### src/rtl/gpio_bank_pkg.sv
package gpio_bank_pkg;

    localparam int BUS_W = 32;

    typedef enum logic [3:0] {
        SEL_NONE,
        SEL_DATA,
        SEL_DATA_SET,
        SEL_DATA_CLR,
        SEL_PULL_OFF,
        SEL_DIR,
        SEL_DIR_SET,
        SEL_DIR_CLR,
        SEL_ALT,
        SEL_RISE_MASK,
        SEL_FALL_MASK,
        SEL_STATUS,
        SEL_STATUS_CLR
    } reg_sel_e;

    // Word address (byte offset divided by four) to register selector
    function automatic reg_sel_e decode_word(input logic [7:0] word);
        reg_sel_e s;
        case (word)
            8'd0:    s = SEL_DATA;
            8'd1:    s = SEL_DATA_SET;
            8'd2:    s = SEL_DATA_CLR;
            8'd3:    s = SEL_PULL_OFF;
            8'd4:    s = SEL_DIR;
            8'd5:    s = SEL_DIR_SET;
            8'd6:    s = SEL_DIR_CLR;
            8'd8:    s = SEL_ALT;
            8'd16:   s = SEL_RISE_MASK;
            8'd17:   s = SEL_FALL_MASK;
            8'd18:   s = SEL_STATUS;
            8'd19:   s = SEL_STATUS_CLR;
            default: s = SEL_NONE;
        endcase
        return s;
    endfunction

endpackage

### src/rtl/gpio_sync.sv
module gpio_sync #(
    parameter int WIDTH = 32,
    parameter int DEPTH = 2
) (
    input  logic             clk,
    input  logic             rst_n,
    input  logic [WIDTH-1:0] async_in,
    output logic [WIDTH-1:0] sync_out
);

    logic [WIDTH-1:0] stage_q [DEPTH];

    for (genvar g = 0; g < DEPTH; g++) begin : g_stage
        if (g == 0) begin : g_first
            always_ff @(posedge clk or negedge rst_n) begin
                if (!rst_n) stage_q[0] <= '0;
                else        stage_q[0] <= async_in;
            end
        end else begin : g_next
            always_ff @(posedge clk or negedge rst_n) begin
                if (!rst_n) stage_q[g] <= '0;
                else        stage_q[g] <= stage_q[g-1];
            end
        end
    end

    assign sync_out = stage_q[DEPTH-1];

endmodule

### src/rtl/gpio_edge_irq.sv
module gpio_edge_irq #(
    parameter int WIDTH = 32
) (
    input  logic             clk,
    input  logic             rst_n,
    input  logic [WIDTH-1:0] level,
    input  logic [WIDTH-1:0] rise_mask,
    input  logic [WIDTH-1:0] fall_mask,
    input  logic [WIDTH-1:0] clr_strobe,
    output logic [WIDTH-1:0] status,
    output logic             irq
);

    logic [WIDTH-1:0] level_prev_q;
    logic [WIDTH-1:0] rise_seen;
    logic [WIDTH-1:0] fall_seen;
    logic [WIDTH-1:0] hit;
    logic [WIDTH-1:0] status_q;

    always_ff @(posedge clk or negedge rst_n) begin
        if (!rst_n) level_prev_q <= '0;
        else        level_prev_q <= level;
    end

    always_comb begin
        rise_seen = level & ~level_prev_q;
        fall_seen = ~level & level_prev_q;
        hit       = (rise_seen & rise_mask) | (fall_seen & fall_mask);
    end

    // A new edge has priority over a clear in the same cycle
    always_ff @(posedge clk or negedge rst_n) begin
        if (!rst_n) status_q <= '0;
        else        status_q <= (status_q & ~clr_strobe) | hit;
    end

    assign status = status_q;
    assign irq    = |status_q;

    AST_STATUS_STICKY: assert property (@(posedge clk) disable iff (!rst_n)
        1'b1 |=> ((($past(status_q) & ~$past(clr_strobe)) & ~status_q) == '0));

    AST_NO_UNMASKED_SET: assert property (@(posedge clk) disable iff (!rst_n)
        1'b1 |=> ((status_q & ~$past(status_q) & ~($past(rise_mask) | $past(fall_mask))) == '0));

    AST_EDGE_BEATS_CLR: assert property (@(posedge clk) disable iff (!rst_n)
        (|(clr_strobe & hit)) |=> ((status_q & $past(clr_strobe & hit)) == $past(clr_strobe & hit)));

endmodule

### src/rtl/gpio_reg_file.sv
module gpio_reg_file
    import gpio_bank_pkg::*;
#(
    parameter int WIDTH  = 32,
    parameter int ADDR_W = 6
) (
    input  logic              clk,
    input  logic              rst_n,
    input  logic              wr_en,
    input  logic              rd_en,
    input  logic [ADDR_W-1:0] addr,
    input  logic [BUS_W-1:0]  wr_data,
    output logic [BUS_W-1:0]  rd_data,
    input  logic [WIDTH-1:0]  pin_level,
    input  logic [WIDTH-1:0]  status,
    output logic [WIDTH-1:0]  data_q,
    output logic [WIDTH-1:0]  dir_q,
    output logic [WIDTH-1:0]  pull_off_q,
    output logic [WIDTH-1:0]  alt_q,
    output logic [WIDTH-1:0]  rise_mask_q,
    output logic [WIDTH-1:0]  fall_mask_q,
    output logic [WIDTH-1:0]  clr_strobe
);

    reg_sel_e         sel;
    logic [WIDTH-1:0] wbits;

    always_comb begin
        sel   = decode_word(8'(addr));
        wbits = wr_data[WIDTH-1:0];
    end

    always_ff @(posedge clk or negedge rst_n) begin
        if (!rst_n) begin
            data_q      <= '0;
            dir_q       <= '0;
            pull_off_q  <= '0;
            alt_q       <= '0;
            rise_mask_q <= '0;
            fall_mask_q <= '0;
        end else if (wr_en) begin
            unique case (sel)
                SEL_DATA:      data_q      <= wbits;
                SEL_DATA_SET:  data_q      <= data_q | wbits;
                SEL_DATA_CLR:  data_q      <= data_q & ~wbits;
                SEL_PULL_OFF:  pull_off_q  <= wbits;
                SEL_DIR:       dir_q       <= wbits;
                SEL_DIR_SET:   dir_q       <= dir_q | wbits;
                SEL_DIR_CLR:   dir_q       <= dir_q & ~wbits;
                SEL_ALT:       alt_q       <= wbits;
                SEL_RISE_MASK: rise_mask_q <= wbits;
                SEL_FALL_MASK: fall_mask_q <= wbits;
                default: ;
            endcase
        end
    end

    assign clr_strobe = (wr_en && sel == SEL_STATUS_CLR) ? wbits : '0;

    always_comb begin
        rd_data = '0;
        if (rd_en) begin
            unique case (sel)
                SEL_DATA:      rd_data[WIDTH-1:0] = pin_level;
                SEL_PULL_OFF:  rd_data[WIDTH-1:0] = pull_off_q;
                SEL_DIR:       rd_data[WIDTH-1:0] = dir_q;
                SEL_ALT:       rd_data[WIDTH-1:0] = alt_q;
                SEL_RISE_MASK: rd_data[WIDTH-1:0] = rise_mask_q;
                SEL_FALL_MASK: rd_data[WIDTH-1:0] = fall_mask_q;
                SEL_STATUS:    rd_data[WIDTH-1:0] = status;
                default:       rd_data = '0;
            endcase
        end
    end

    AST_DATA_SET_ALIAS: assert property (@(posedge clk) disable iff (!rst_n)
        (wr_en && sel == SEL_DATA_SET) |=>
        (((data_q & $past(wbits)) == $past(wbits)) &&
         ((data_q & ~$past(wbits)) == ($past(data_q) & ~$past(wbits)))));

    AST_DATA_CLR_ALIAS: assert property (@(posedge clk) disable iff (!rst_n)
        (wr_en && sel == SEL_DATA_CLR) |=>
        (((data_q & $past(wbits)) == '0) &&
         ((data_q & ~$past(wbits)) == ($past(data_q) & ~$past(wbits)))));

    AST_DIR_SET_ALIAS: assert property (@(posedge clk) disable iff (!rst_n)
        (wr_en && sel == SEL_DIR_SET) |=> ((dir_q & $past(wbits)) == $past(wbits)));

    AST_UNMAPPED_NO_WRITE: assert property (@(posedge clk) disable iff (!rst_n)
        (wr_en && sel == SEL_NONE) |=> ($stable(data_q) && $stable(dir_q) && $stable(alt_q)
                                        && $stable(pull_off_q)));

    AST_IDLE_READ_ZERO: assert property (@(posedge clk) disable iff (!rst_n)
        !rd_en |-> (rd_data == '0));

endmodule

### src/rtl/gpio_pad_ctrl.sv
module gpio_pad_ctrl #(
    parameter int WIDTH = 32
) (
    input  logic             clk,
    input  logic             rst_n,
    input  logic [WIDTH-1:0] data_q,
    input  logic [WIDTH-1:0] dir_q,
    input  logic [WIDTH-1:0] pull_off_q,
    input  logic [WIDTH-1:0] alt_q,
    output logic [WIDTH-1:0] pin_out,
    output logic [WIDTH-1:0] pin_oe,
    output logic [WIDTH-1:0] pull_up_en,
    output logic [WIDTH-1:0] pull_dn_en,
    output logic [WIDTH-1:0] alt_sel
);

    for (genvar p = 0; p < WIDTH; p++) begin : g_pin
        logic pull_on;
        assign pull_on       = ~dir_q[p] & ~pull_off_q[p];
        assign pin_out[p]    = data_q[p];
        assign pin_oe[p]     = dir_q[p] & ~alt_q[p];
        assign pull_up_en[p] = pull_on & data_q[p];
        assign pull_dn_en[p] = pull_on & ~data_q[p];
        assign alt_sel[p]    = alt_q[p];
    end

    AST_PULLS_EXCLUSIVE: assert property (@(posedge clk) disable iff (!rst_n)
        (pull_up_en & pull_dn_en) == '0);

    AST_NO_PULL_ON_OUTPUT: assert property (@(posedge clk) disable iff (!rst_n)
        (dir_q & (pull_up_en | pull_dn_en)) == '0);

    AST_ALT_BLOCKS_OE: assert property (@(posedge clk) disable iff (!rst_n)
        (alt_sel & pin_oe) == '0);

endmodule

### src/rtl/gpio_edge_bank.sv
module gpio_edge_bank
    import gpio_bank_pkg::*;
#(
    parameter int NUM_PINS   = 32,
    parameter int ADDR_W     = 6,
    parameter int SYNC_DEPTH = 2
) (
    input  logic                clk,
    input  logic                rst_n,
    input  logic                wr_en,
    input  logic                rd_en,
    input  logic [ADDR_W-1:0]   addr,
    input  logic [BUS_W-1:0]    wr_data,
    output logic [BUS_W-1:0]    rd_data,
    input  logic [NUM_PINS-1:0] pin_in,
    output logic [NUM_PINS-1:0] pin_out,
    output logic [NUM_PINS-1:0] pin_oe,
    output logic [NUM_PINS-1:0] pull_up_en,
    output logic [NUM_PINS-1:0] pull_dn_en,
    output logic [NUM_PINS-1:0] alt_sel,
    output logic                irq
);

    logic [NUM_PINS-1:0] level_sync;
    logic [NUM_PINS-1:0] status;
    logic [NUM_PINS-1:0] data_q;
    logic [NUM_PINS-1:0] dir_q;
    logic [NUM_PINS-1:0] pull_off_q;
    logic [NUM_PINS-1:0] alt_q;
    logic [NUM_PINS-1:0] rise_mask_q;
    logic [NUM_PINS-1:0] fall_mask_q;
    logic [NUM_PINS-1:0] clr_strobe;

    gpio_sync #(.WIDTH(NUM_PINS), .DEPTH(SYNC_DEPTH)) u_sync (
        .clk      (clk),
        .rst_n    (rst_n),
        .async_in (pin_in),
        .sync_out (level_sync)
    );

    gpio_reg_file #(.WIDTH(NUM_PINS), .ADDR_W(ADDR_W)) u_regs (
        .clk         (clk),
        .rst_n       (rst_n),
        .wr_en       (wr_en),
        .rd_en       (rd_en),
        .addr        (addr),
        .wr_data     (wr_data),
        .rd_data     (rd_data),
        .pin_level   (level_sync),
        .status      (status),
        .data_q      (data_q),
        .dir_q       (dir_q),
        .pull_off_q  (pull_off_q),
        .alt_q       (alt_q),
        .rise_mask_q (rise_mask_q),
        .fall_mask_q (fall_mask_q),
        .clr_strobe  (clr_strobe)
    );

    gpio_edge_irq #(.WIDTH(NUM_PINS)) u_edge (
        .clk        (clk),
        .rst_n      (rst_n),
        .level      (level_sync),
        .rise_mask  (rise_mask_q),
        .fall_mask  (fall_mask_q),
        .clr_strobe (clr_strobe),
        .status     (status),
        .irq        (irq)
    );

    gpio_pad_ctrl #(.WIDTH(NUM_PINS)) u_pad (
        .clk        (clk),
        .rst_n      (rst_n),
        .data_q     (data_q),
        .dir_q      (dir_q),
        .pull_off_q (pull_off_q),
        .alt_q      (alt_q),
        .pin_out    (pin_out),
        .pin_oe     (pin_oe),
        .pull_up_en (pull_up_en),
        .pull_dn_en (pull_dn_en),
        .alt_sel    (alt_sel)
    );

    AST_IRQ_TRACKS_STATUS: assert property (@(posedge clk) disable iff (!rst_n)
        $rose(irq) |-> ($past(status) == '0 && status != '0));

endmodule

### config.mk
export PLATFORM = sky130hd
export DESIGN_NAME = gpio_edge_bank
export DESIGN_NICKNAME = d
export VERILOG_FILES = /design/src/rtl/gpio_bank_pkg.sv /design/src/rtl/gpio_sync.sv /design/src/rtl/gpio_edge_irq.sv /design/src/rtl/gpio_reg_file.sv /design/src/rtl/gpio_pad_ctrl.sv /design/src/rtl/gpio_edge_bank.sv
export SDC_FILE = /design/constraint.sdc
export NUM_CORES = 1
export LEC_CHECK = 0
export ABC_AREA = 0
export ABC_CLOCK_PERIOD_IN_PS = 2500
export BUFFER_PORTS_ARGS = -buffer_cell sky130_fd_sc_hd__clkbuf_2
export CAP_MARGIN = 30
export CORE_UTILIZATION = 56
export DETAILED_ROUTE_END_ITERATION = 12
export PLACE_DENSITY = 0.88
export SLEW_MARGIN = 20
export SYNTH_ARGS = -nofsm -noshare
export SYNTH_HDL_FRONTEND = slang
export SYNTH_HIERARCHICAL = 1
export SYNTH_SLANG_ARGS = --single-unit
### constraint.sdc
create_clock -name clk -period 2.5 [get_ports clk]
set_input_delay 0.125 -clock clk [delete_from_list [all_inputs] [get_ports clk]]
set_output_delay 0.125 -clock clk [all_outputs]
set_load 0.02 [all_outputs]
* Yosys cells after proc, flatten, opt, wreduce, memory -nomap -nowiden
Memories as Yosys holds them, arrays and structs flattened.
Index checks and enable logic that the tools add are counted.
** Cells by class
- Add/sub/neg operators :: 0
- Multipliers :: 0
- Divide/modulo/power cells :: 0
- $lt $le $gt $ge :: 0
- Equality and inequality tests :: 12
- Shift operators :: 0
- Multiplexer cells :: 6
- Bitwise logic cells :: 271
- Reductions and logical operators :: 10
** Operator list (number)
- $and 32x32->32 :: 7
- $pmux 32 s7 :: 1
- $pmux 32 s3 :: 2
- $and 1x1->1 :: 128
- $not 1->1 :: 128
- $not 32->32 :: 4
- $or 32x32->32 :: 4
- $mux 32 :: 2
- $reduce_or 32->1 :: 1
- $eq 4x4->1 const B :: 5
- $eq 4x3->1 const B :: 4
- $reduce_and 2->1 :: 6
- $eq 4x2->1 const B :: 2
- $reduce_bool 3->1 :: 2
- $eq 4x1->1 const B :: 1
- $mux 4 :: 1
- $logic_and 1x1->1 :: 1
** Storage, ports and cells
- Bits in registers :: 320
- Latch bits :: 0
- RAM bits :: 0
- Memory bits (read-only) :: 128
- Input port bits :: 74
- Output and inout bits :: 193
- Word-level logic and storage cells :: 310
- Memories :: 1
** Memories
- (name not given) :: words 32, bits a word 4, rd ports 1, clocked after memory_dff 0, write ports 0, line gpio_bank_pkg.sv:24 : case (word)

* Longest topological paths before layout
An unclocked memory read counts as a cell.
- Depth in word-level cells :: 8
- Gate-level depth with buffers :: 12
- Mapped depth without buffers :: 9

* Cells and area by module
Netlist, hierarchy kept.
** Modules (own cells, without submodules)
- gpio_reg_file :: times used 1, cells each 770, area an instance 9286.4 um2, sequential area each 4804.6 um2
- gpio_edge_irq :: times used 1, cells each 204, area an instance 2481.1 um2, sequential area each 1601.5 um2
- gpio_sync :: times used 1, cells each 96, area an instance 1841.8 um2, sequential area each 1601.5 um2
- gpio_pad_ctrl :: times used 1, cells each 160, area an instance 1481.4 um2, sequential area each 0.0 um2

* Least setup slack after synthesis
Ideal clock, no wire load.
- Kind :: input-to-output
- From :: in addr[0]
- To :: out rd_data[27]
- Arrival time :: 2.174 ns
- Data required time :: 2.375 ns
- Setup slack :: 0.201 ns
- Cell stages on the path :: 10
- Path buffers :: 3
- Cells stage by stage :: inv_1 -> ha_1 -> nor2b_1 -> nor2_1 -> clkbuf_1 -> nor3_1 -> buf_2 -> clkbuf_1 -> a22oi_1 -> a31oi_1
** Between the ends
- Cells in the longest elaborated chain, start to end :: 5
- Elaborated cells between the ends (all ways) :: 11
- Classes of those cells :: 7 x eq/ne; 3 x mux; 1 x memory
** Ends and longest elaborated chain
- from (decl) :: line gpio_edge_bank.sv:12 : input logic [ADDR_W-1:0] addr,
- $mem_v2 32x4 *
- $mux 4 * :: line gpio_bank_pkg.sv:24
- $eq 4x4->1 (tied with other cells) :: line gpio_reg_file.sv:63 : unique case (sel)
- $pmux 32 s7 * :: line gpio_reg_file.sv:63
- $mux 32 * :: line gpio_reg_file.sv:62 : if (rd_en) begin
- to (decl) :: line gpio_edge_bank.sv:14 : output logic [BUS_W-1:0] rd_data,
Every way passes the cells marked *; elsewhere a longest branch is shown, timed or not.

* Worst setup path after layout
- From :: in addr[0]
- To :: out rd_data[26]
Same word-level chain as after synthesis.

==> qor.csv <==
metric;value;unit
via count;12022;
NetSw;4.670;mW
Post-Syn Nets;1307;
Top delay family on crit path;compound AO/OA/AOI/OAI gates;
Sequential Power Share;44.5;%
Sink Count;320;
initial drt markers;1241;
flops & latches, synth;320;
min-delay worst type;input port to flip-flop;
Die Ht;166.2;µm
first-pass GRT wire length;69970;µm
fillcell total;1733;
count leader, synth;dfrtp_1;
# H-tree levels;2;
Gate Count Post-Synth;1230;
Fmax;409.8;MHz
ys async rst share;100.0;%
clock skew;10.10;ps
die width;166.2;µm
Placeable Area;0.02628;mm²
Synth area leaders;dfrtp_1 53%, mux2_2 8.8%, buf_4 4.8%;
Worst-Skew Late Latency;510;ps
DRC viols;13;
row cnt;59;
drt wl/cell;24.23;µm
placed insts;1743;
CP arrival;2320;ps
total congestion overflow;0;
Clk pin slew, worst setup/hold paths;60;ps
Tcrit/Tclk final;97.61;%
1st-pass router iterations;12;
Leak;8.393;nW
Bufs and invs on worst path;4;
Crit path largest cell delay;340;ps
Worst Setup Start Kind;input port;
Cell Chain, Critical Path;clkbuf_2, ha_1, nor3b_4, buf_4, o221ai_1, a21oi_1, o21ai_4, buf_4, a31oi_1, clkbuf_2;
setup TNS;0;ps
die area;0.02761;mm²
Sw Share;31.15;%
count of final hold-check violations;0;
crit-path max FO;11;
ANT nets after route;0;
DR vias/cell;6.425;
PwrDens;812.6;mW/mm²
total track usage;32.82;%
status;finished, violations left;
Synth top area share;53.06;%
Avg Inst Size Synth;12.27;µm²
CTS Buffer Depth;3;
largest net degree at the start of global routing;85;
Worst path slowest cell;nor3b_4;
Req. time, crit path;2380;ps
Starting Density;57.42;%
max-cap viol count;0;
max-slew violation count;0;
actual slew at the worst max-slew pin;662.1;ps
Ys Warns;6;
fin crit period;2440;ps
antenna diode count;0;
Sequential Area;0.008008;mm²
VDD IR max;0.5676;mV
clock power share;34.9;%
critical path capture point type;output pin;
TritonCTS clock tree;done;
Synth Cell Area;0.01509;mm²
multi-input logic area;0.006163;mm²
Setup Crit Path Kind;input port to output pin;
vias in the first global route;12142;
final cell count without fillers;1871;
clock root buffer;clkbuf_16;
NumNets Final;1589;
antenna violations before repair;0;
Primary FF master, synth;dfrtp_1;
Slew headroom;55.86;%
routed wire length;45330;µm
layout cells sized above 1;41.80;%
post-synth top area cell;dfrtp_1;
Power, Total;14.99;mW
combinational share of power;20.6;%
area grow syn2layout;22.25;%
Distinct cells, synth;50;
failing checks;DRC;
Post-synth EDFFs;0;
most instantiated cells after synthesis;320 x dfrtp_1, 118 x mux2_2, 96 x buf_4;
internal power;10.32;mW
RePlAce Congestion;0.9405;
Top Ports;267;
PortBufs;266;
dpl hpwl;29400;µm
register area share after synthesis;53.06;%
Setup-failing EPs final;0;
TritonCTS buffer count;34;
[routing by layer]
| layer | vias to the layer above | track usage (%) | part of all wire, % |
|---|---|---|---|
| li1 | 5066 | - | - |
| met5 | - | 0 | 0 |
| met4 | 0 | 17.35 | 5.1 |
| met1 | 5939 | 43.00 | 38 |
| met2 | 822 | 52.25 | 47 |
| met3 | 195 | 6.149 | 10 |
[registers in the layout, summed over array words and instances, names as in the netlist]
name / count
u_edge/level_prev_q: 32
u_edge/status: 32
u_regs/alt_q: 32
u_regs/data_q: 32
u_regs/dir_q: 32
u_regs/fall_mask_q: 32
u_regs/pull_off_q: 32
u_regs/rise_mask_q: 32
u_sync/stage_q: 32
u_sync/sync_out: 32
[stage by stage]
stage                     worst slack, ps  hold slack [ps]  instance area (µm²)  utilization (%)
after floorplan                     200.7           -170.6                15090                -
after global placement              65.32            171.3                16560            63.01
after detailed placement            49.21            178.1                16560            63.01
after CTS                           39.56            1.507                18350            69.82
after global routing               -14.83            13.35                18450            70.20
final                               59.64            18.37                18450            70.20
[cells in the final DEF, fill, tap and decap left out, types with 4 or more instances in the layout]
cell type | netlist | layout
clkbuf_2 | 0 | 263
o21ai_0 | 71 | 70
nand2b_1 | 28 | 28
a22oi_1 | 70 | 70
clkbuf_1 | 34 | 5
dfrtp_1 | 320 | 320
mux2_1 | 10 | 10
and2_1 | 33 | 32
a222oi_1 | 13 | 13
a21oi_1 | 6 | 6
o211ai_1 | 41 | 41
bufinv_16 | 0 | 4
a22o_1 | 78 | 78
clkinv_2 | 0 | 5
nand3_1 | 16 | 16
nand2_1 | 39 | 36
nor3b_2 | 33 | 32
dlygate4sd3_1 | 0 | 62
and2b_2 | 32 | 32
clkbuf_16 | 0 | 35
a31oi_1 | 32 | 29
nand3b_1 | 31 | 31
buf_4 | 96 | 65
clkbuf_8 | 0 | 7
mux2_2 | 118 | 118
a21o_1 | 8 | 8
and3_1 | 6 | 6
nor3_2 | 34 | 34
nor4_1 | 8 | 7
buf_12 | 0 | 10
[what timing repair did]
action                                 4_1_cts  5_1_grt
hold buffers                                62        0
endpoints found under the hold margin      240        0
buffers inserted                             0        6
resized for setup                            0       14
setup endpoints to repair                    0       27
[worst paths after layout]
kind,from,end,slack [ps],cells after the start
max,addr[0],rd_data[26],60,10
min,wr_data[2],u_regs/dir_q[2],20,2
max reg2reg,u_regs/pull_off_q[25],u_regs/pull_off_q[25],1610,1
min reg2reg,u_sync/stage_q[54],u_sync/sync_out[22],340,0
max in group asynchronous,rst_n,u_regs/rise_mask_q[7],1500,3
min in group asynchronous,rst_n,u_regs/data_q[22],220,2
[cells by family after synthesis]
kind of cell             Yosys count  share of synthesized area (%)
AO/OA/AOI/OAI                    329                          15.76
adder cells (fa/ha/maj)            3                         0.2488
buffers and inverters            162                          6.824
flip-flops                       320                          53.06
multiplexers                     128                          9.551
AND/OR/NAND/NOR                  288                          14.55
[power by group through the flow]
| stage | sequential (mW) | combinational, mW | clock, mW |
|---|---|---|---|
| after floorplan | 6.41 | 2.34 | 0 |
| after global placement | 6.68 | 2.88 | 0 |
| after detailed placement | 6.72 | 2.96 | 0 |
| after CTS | 6.65 | 3.06 | 5.26 |
| after global routing | 6.75 | 3.26 | 5.51 |
| final | 6.68 | 3.09 | 5.23 |
[area by class of cell]
cell class / instances / share of cell area (%)
clock inverter: 13 / 0.9563
timing repair buffer: 405 / 14.52
sequential: 320 / 43.41
clock buffer: 47 / 5.372
tap: 335 / 2.272
multi-input combinational: 748 / 33.41
inverter: 3 / 0.06104
Power figures use the tool's default switching activity.
